==> config.mk <==
export PLATFORM = sky130hd
export DESIGN_NAME = sdc_cmd_engine
export DESIGN_NICKNAME = d
export VERILOG_FILES = /design/src/rtl/sdc_pkg.sv /design/src/rtl/sdc_cmd_tx.sv /design/src/rtl/sdc_rsp_rx.sv /design/src/rtl/sdc_cmd_engine.sv
export SDC_FILE = /design/constraint.sdc
export NUM_CORES = 1
export LEC_CHECK = 0
export BUFFER_PORTS_ARGS = -buffer_cell sky130_fd_sc_hd__buf_2
export CORE_ASPECT_RATIO = 1.75
export CORE_MARGIN = 10
export CORE_UTILIZATION = 55
export CTS_BUF_LIST = sky130_fd_sc_hd__clkbuf_4
export DETAILED_ROUTE_END_ITERATION = 16
export PLACE_DENSITY = 0.72
export SYNTH_ARGS = -nofsm -noshare
export SYNTH_HDL_FRONTEND = slang
export SYNTH_SLANG_ARGS = --single-unit
==> constraint.sdc <==
create_clock -name clk -period 6.6 [get_ports clk]
set_input_delay 0.99 -clock clk [delete_from_list [all_inputs] [get_ports clk]]
set_output_delay 0.99 -clock clk [all_outputs]
set_load 0.02 [all_outputs]
==> src/rtl/sdc_pkg.sv <==
package sdc_pkg;
    localparam int CMD_FRAME_W  = 48;
    localparam int SHORT_RSP_W  = 48;
    localparam int LONG_RSP_W   = 136;

    localparam logic [2:0] A_CMD  = 3'd0;
    localparam logic [2:0] A_ARG  = 3'd1;
    localparam logic [2:0] A_TMO  = 3'd2;
    localparam logic [2:0] A_RSP0 = 3'd3;
    localparam logic [2:0] A_STS  = 3'd7;

    typedef enum logic [2:0] {
        ST_IDLE, ST_SEND, ST_WAIT, ST_RECV, ST_CHECK, ST_BUSY
    } state_e;

    // CRC7, polynomial x^7 + x^3 + 1, over the low nbits of bits, MSB first
    function automatic logic [6:0] crc7_calc(input logic [119:0] bits, input int nbits);
        logic [6:0] c;
        logic fb;
        c = 7'd0;
        for (int i = 0; i < 120; i++) begin
            if (i < nbits) begin
                fb = bits[nbits-1-i] ^ c[6];
                c  = {c[5:0], 1'b0} ^ (fb ? 7'h09 : 7'h00);
            end
        end
        return c;
    endfunction
endpackage

==> src/rtl/sdc_cmd_tx.sv <==
module sdc_cmd_tx #(
    parameter int FRAME_W = 48
) (
    input  logic               clk,
    input  logic               rst_n,
    input  logic               load,
    input  logic [FRAME_W-1:0] frame_i,
    input  logic               shift,
    output logic               bit_o
);
    logic [FRAME_W-1:0] sr_d, sr_q;

    always_comb begin
        sr_d = sr_q;
        if (load)       sr_d = frame_i;
        else if (shift) sr_d = {sr_q[FRAME_W-2:0], 1'b1};
    end

    always_ff @(posedge clk or negedge rst_n) begin
        if (!rst_n) sr_q <= '1;
        else        sr_q <= sr_d;
    end

    assign bit_o = sr_q[FRAME_W-1];
endmodule

==> src/rtl/sdc_rsp_rx.sv <==
module sdc_rsp_rx #(
    parameter int FRAME_W = 136
) (
    input  logic               clk,
    input  logic               rst_n,
    input  logic               clear,
    input  logic               shift,
    input  logic               bit_i,
    output logic [FRAME_W-1:0] frame_o
);
    logic [FRAME_W-1:0] sr_d, sr_q;

    always_comb begin
        sr_d = sr_q;
        if (clear)      sr_d = {{(FRAME_W-1){1'b0}}, bit_i};
        else if (shift) sr_d = {sr_q[FRAME_W-2:0], bit_i};
    end

    always_ff @(posedge clk or negedge rst_n) begin
        if (!rst_n) sr_q <= '0;
        else        sr_q <= sr_d;
    end

    assign frame_o = sr_q;
endmodule

==> src/rtl/sdc_cmd_engine.sv <==
module sdc_cmd_engine
    import sdc_pkg::*;
#(
    parameter int TMO_W = 32
) (
    input  logic        clk,
    input  logic        rst_n,
    input  logic        reg_wr,
    input  logic [2:0]  reg_addr,
    input  logic [31:0] reg_wdata,
    input  logic [2:0]  reg_raddr,
    output logic [31:0] reg_rdata,
    output logic        sd_cmd_out,
    output logic        sd_cmd_oe,
    input  logic        sd_cmd_in,
    input  logic        sd_dat0_in
);
    localparam int CNT_W = $clog2(LONG_RSP_W + 1);

    typedef struct packed {
        state_e             state;
        logic [5:0]         idx;
        logic               rd_f;
        logic               wr_f;
        logic               long_f;
        logic               nors_f;
        logic               busy_f;
        logic               new_f;
        logic               fail_f;
        logic [31:0]        arg;
        logic [TMO_W-1:0]   tmo_start;
        logic [TMO_W-1:0]   tmo_cnt;
        logic [CNT_W-1:0]   bitcnt;
        logic [3:0][31:0]   rsp;
        logic [3:0]         sts;
    } regs_t;

    regs_t q, d;

    logic                    tx_load, tx_shift, tx_bit;
    logic                    rx_clear, rx_shift;
    logic [CMD_FRAME_W-1:0]  tx_frame;
    logic [LONG_RSP_W-1:0]   rx_frame;
    logic [39:0]             hdr;
    logic [6:0]              rx_crc;
    logic                    launch_ok;

    sdc_cmd_tx #(.FRAME_W(CMD_FRAME_W)) u_tx (
        .clk(clk), .rst_n(rst_n), .load(tx_load), .frame_i(tx_frame),
        .shift(tx_shift), .bit_o(tx_bit)
    );

    sdc_rsp_rx #(.FRAME_W(LONG_RSP_W)) u_rx (
        .clk(clk), .rst_n(rst_n), .clear(rx_clear), .shift(rx_shift),
        .bit_i(sd_cmd_in), .frame_o(rx_frame)
    );

    assign hdr      = {2'b01, reg_wdata[5:0], q.arg};
    assign tx_frame = {hdr, crc7_calc({80'd0, hdr}, 40), 1'b1};
    assign rx_crc   = q.long_f ? crc7_calc(rx_frame[127:8], 120)
                               : crc7_calc({80'd0, rx_frame[47:8]}, 40);
    assign launch_ok = reg_wr && (reg_addr == A_CMD) && !q.new_f;

    always_comb begin
        d        = q;
        tx_load  = 1'b0;
        tx_shift = 1'b0;
        rx_clear = 1'b0;
        rx_shift = 1'b0;

        // register writes (status clears first so engine sets win)
        if (reg_wr) begin
            unique case (reg_addr)
                A_CMD: if (!q.new_f) begin
                    d.idx    = reg_wdata[5:0];
                    d.rd_f   = reg_wdata[6];
                    d.wr_f   = reg_wdata[7];
                    d.long_f = reg_wdata[9];
                    d.nors_f = reg_wdata[10];
                    d.busy_f = reg_wdata[11];
                    if (reg_wdata[15]) begin
                        if (reg_wdata[9] && reg_wdata[11]) begin
                            d.fail_f = 1'b1;
                            d.sts[3] = 1'b1;
                        end else begin
                            d.new_f   = 1'b1;
                            d.fail_f  = 1'b0;
                            d.state   = ST_SEND;
                            d.bitcnt  = '0;
                            d.tmo_cnt = q.tmo_start;
                            tx_load   = 1'b1;
                        end
                    end
                end
                A_ARG: d.arg = reg_wdata;
                A_TMO: d.tmo_start = reg_wdata[TMO_W-1:0];
                A_STS: d.sts = q.sts & ~reg_wdata[3:0];
                default: ;
            endcase
        end

        unique case (q.state)
            ST_SEND: begin
                tx_shift = 1'b1;
                d.bitcnt = q.bitcnt + 1'b1;
                if (q.bitcnt == CNT_W'(CMD_FRAME_W - 1)) begin
                    if (!q.nors_f)     d.state = ST_WAIT;
                    else if (q.busy_f) d.state = ST_BUSY;
                    else begin
                        d.state = ST_IDLE;
                        d.new_f = 1'b0;
                    end
                end
            end
            ST_WAIT: begin
                if (!sd_cmd_in) begin
                    rx_clear = 1'b1;
                    d.bitcnt = CNT_W'(1);
                    d.state  = ST_RECV;
                end else if (q.tmo_cnt == '0) begin
                    d.fail_f = 1'b1;
                    d.sts[0] = 1'b1;
                    d.new_f  = 1'b0;
                    d.state  = ST_IDLE;
                end else begin
                    d.tmo_cnt = q.tmo_cnt - 1'b1;
                end
            end
            ST_RECV: begin
                rx_shift = 1'b1;
                d.bitcnt = q.bitcnt + 1'b1;
                if (q.bitcnt == (q.long_f ? CNT_W'(LONG_RSP_W - 1) : CNT_W'(SHORT_RSP_W - 1)))
                    d.state = ST_CHECK;
            end
            ST_CHECK: begin
                if (q.long_f) d.rsp = rx_frame[127:0];
                else          d.rsp = {96'd0, rx_frame[39:8]};
                if (rx_crc != rx_frame[7:1]) begin
                    d.fail_f = 1'b1;
                    d.sts[1] = 1'b1;
                    d.new_f  = 1'b0;
                    d.state  = ST_IDLE;
                end else if (q.busy_f) begin
                    d.state = ST_BUSY;
                end else begin
                    d.new_f = 1'b0;
                    d.state = ST_IDLE;
                end
            end
            ST_BUSY: begin
                if (sd_dat0_in) begin
                    d.sts[2] = 1'b1;
                    d.new_f  = 1'b0;
                    d.state  = ST_IDLE;
                end
            end
            default: ;
        endcase
    end

    always_ff @(posedge clk or negedge rst_n) begin
        if (!rst_n) begin
            q       <= '0;
            q.state <= ST_IDLE;
        end else begin
            q <= d;
        end
    end

    assign sd_cmd_oe  = (q.state == ST_SEND);
    assign sd_cmd_out = sd_cmd_oe ? tx_bit : 1'b1;

    always_comb begin
        unique case (reg_raddr)
            A_CMD:   reg_rdata = {16'd0, q.new_f, q.fail_f, 2'b00, q.busy_f, q.nors_f,
                                  q.long_f, 1'b0, q.wr_f, q.rd_f, q.idx};
            A_ARG:   reg_rdata = q.arg;
            A_TMO:   reg_rdata = 32'(q.tmo_start);
            A_STS:   reg_rdata = {28'd0, q.sts};
            default: reg_rdata = q.rsp[reg_raddr - A_RSP0];
        endcase
    end

    AST_OE_ONLY_INFLIGHT: assert property (@(posedge clk) disable iff (!rst_n)
        sd_cmd_oe |-> q.new_f);
    AST_LAUNCH_LOCKED: assert property (@(posedge clk) disable iff (!rst_n)
        (reg_wr && reg_addr == A_CMD && q.new_f) |=> $stable(q.idx));
    AST_TMO_FAILS: assert property (@(posedge clk) disable iff (!rst_n)
        $rose(q.sts[0]) |-> (q.fail_f && !q.new_f));
    AST_CRC_FAILS: assert property (@(posedge clk) disable iff (!rst_n)
        $rose(q.sts[1]) |-> (q.fail_f && !q.new_f));
    AST_BUSY_RELEASED: assert property (@(posedge clk) disable iff (!rst_n)
        $rose(q.sts[2]) |-> $past(sd_dat0_in));
    AST_REJECT_SILENT: assert property (@(posedge clk) disable iff (!rst_n)
        (launch_ok && reg_wdata[15] && reg_wdata[9] && reg_wdata[11])
        |=> (!sd_cmd_oe && q.fail_f && !q.new_f));
endmodule

==> results.ini <==
[outcome]
status=finished, final reports clean

[routing]
drt-initial-drc-count=1666
drc_errors=0
avgRoutedWirePerCell_um=22.9
ant_nets=0
vias_per_cell=5.96
firstDrtPassIters=9
vias=18300
drt-total-wl_mm=70.1

[clock_network]
ctsResizeCount=0
clock_sinks=427
tritoncts=yes
numCtsBuffers=97
cts_hold_buf=0
worstSkewPairLatency_ns=0.84
clockBufferDepth=3
htreeDepth=3
cts-root-buf=clkbuf_4
cts_setup_buffers=0
clkTransAtPathRegs_ns=0.08

[logic_synthesis]
ys_warn_count=0
synth_top_family_by_area=XOR/XNOR gates
synth_seq_cells=427
synth_common_cells=nand2_1 (568), dfrtp_1 (380), xnor2_1 (224)
synth_mux_area_frac=0.0977
synth_area_sq_um=23800
postSynth.asyncResetShare=1.00
syn-num-nets=2439
avgSynthCellArea_sq_um=9.95
synth-compound-area-share=0.0895
synth.distinct_cells=61
synth.yosys.seq_area_share=0.452
synth_edf_count=0
synth_simple_gate_area_frac=0.148
yosysMostFrequentCell=nand2_1
ys.flop_type=dfrtp_1
synth_fa_ha_area_frac=0.00316
ys_top_cells_by_area=dfrtp_1 (40%), nand2_1 (9.0%), xnor2_1 (8.2%), dfstp_2 (5.2%), a21oi_1 (4.2%)
postSynthCellCount=2390
synth_top_area_frac=0.400
synth_top_area_cell=dfrtp_1
synth_xor_area_frac=0.179

[die]
core-area_sq_um=42700
die_y_um=295
die_x_um=177
rows=100
start_util=0.558
io_pins=77
dieArea_sq_um=52300

[grt]
grtUsageTotal=0.269
grt_pass1_vias=18600
grt_pass1_wl_mm=108
antenna_found_initial=2
grt_overflow_total=0
grt_max_degree=125

[cells_and_area]
area_delta_synth_final_pct=8.21
nFillCells=3565
drive_above_1_share=0.186
fin_nets=2473
stdcell_count=3064

[sta]
fmax_ghz=0.181
setup_viol=0
worst_pin_slew_ns=1.17
maxSlewViolCount=0
fin_crit_sh=0.838
finalClockSkew_ns=0.0530
hold-worst-slack_ns=0.228
rsz0062_at_grt=no
final.setup.tns_ns=0
finalHoldViolations=0
relSlewSlack=0.218
fin_crit_ns=5.53

[setup_path]
crit_type=flop to flop
critPathLaunch=u_rx.frame_o[122]$_DFFE_PN0P_
cp-end-kind=flop
start_kind=flop
cp.required_ns=7.33
crit_fanout=6
rr_startpoint=u_rx.frame_o[122]$_DFFE_PN0P_
arrival_ns=6.26

[run]
max_cap_violations=0

[place]
dp_hpwl_mm=50.6
portBuffers=76
place_inst=2886
place.gp.congestion=0.984

[min_path]
hp-class=input port to async pin

==> registers in the layout (all words and copies together), names as in the netlist <==
name          count
hdr              32
q               220
u_rx.frame_o    128
u_tx.sr_q        47
==> critical path, cell delays in order, from the launching register on <==
cell	delay, ns
dfrtp_1	0.53
xnor3_1	0.52
xnor3_2	0.39
xnor3_2	0.48
xor2_2	0.21
xnor2_2	0.28
xnor3_1	0.50
xnor2_2	0.24
xor3_2	0.46
xnor3_1	0.44
xnor3_1	0.38
xnor2_1	0.17
a21oi_1	0.09
a21oi_1	0.31
nand4_1	0.20
a32oi_1	0.22
==> cells in the final DEF, fill, tap and decap left out, types with 75 or more instances in the layout <==
master	count
buf_2	75
nand2_1	567
a21oi_1	198
xnor2_1	224
dfrtp_1	379
o21ai_0	81
nand3_1	122
nor2_1	88
mux2i_1	77
clkbuf_4	143
==> logic make-up after synthesis <==
group	count (synthesis)
DFF	427
and+or+nand+nor	849
adders and majority gates	6
AOI/OAI and AO/OA	365
xor gates and xnor gates	368
muxes	183
buffers and inverters	192
==> layout make-up <==
type                       instances  area (sq um)  area share
antenna                            2          5.00    0.000194
clock buffer                     143          1070      0.0417
clock inverter                    33           149     0.00578
inverter                          28           105     0.00408
multi-input combinational       1771         12400       0.481
sequential                       427         10700       0.417
tap                              561           702      0.0273
timing repair buffer              99           588      0.0228
==> stage by stage <==
step / instance area, sq um / setup slack, ns / utilization
floorplan: 23800 / 1.68 / -
global placement: 24500 / 1.22 / 0.575
detailed placement: 24500 / 1.12 / 0.575
CTS: 25700 / 1.09 / 0.603
global route: 25700 / 0.831 / 0.603
finish: 25700 / 1.07 / 0.603
==> final timing paths <==
kind                                  endpoint  slack (ns)  depth (start not counted)
min                        hdr[21]$_DFFE_PN0P_        0.23                          1
max                           q[249]$_DFF_PN0_        1.07                         15
max in group asynchronous  hdr[25]$_DFFE_PN0P_        4.95                          2
max reg2reg                   q[249]$_DFF_PN0_        1.07                         15
min in group clk            q[188]$_DFFE_PN0P_        0.40                          2
min reg2reg                  q[79]$_DFFE_PN0P_        0.46                          2
==> per-layer routing <==
| metal | up-vias | track usage | wire [um] |
|---|---|---|---|
| met5 | - | 0 | 0 |
| met4 | 0 | 0.207 | 5700 |
| met3 | 228 | 0.0411 | 3520 |
| met2 | 682 | 0.469 | 36400 |
| met1 | 9118 | 0.284 | 24500 |
| li1 | 8224 | - | - |
Power is left out: the tool's default activity adds up to more than one toggle a clock period on the data nets, which glitch-free logic cannot reach.
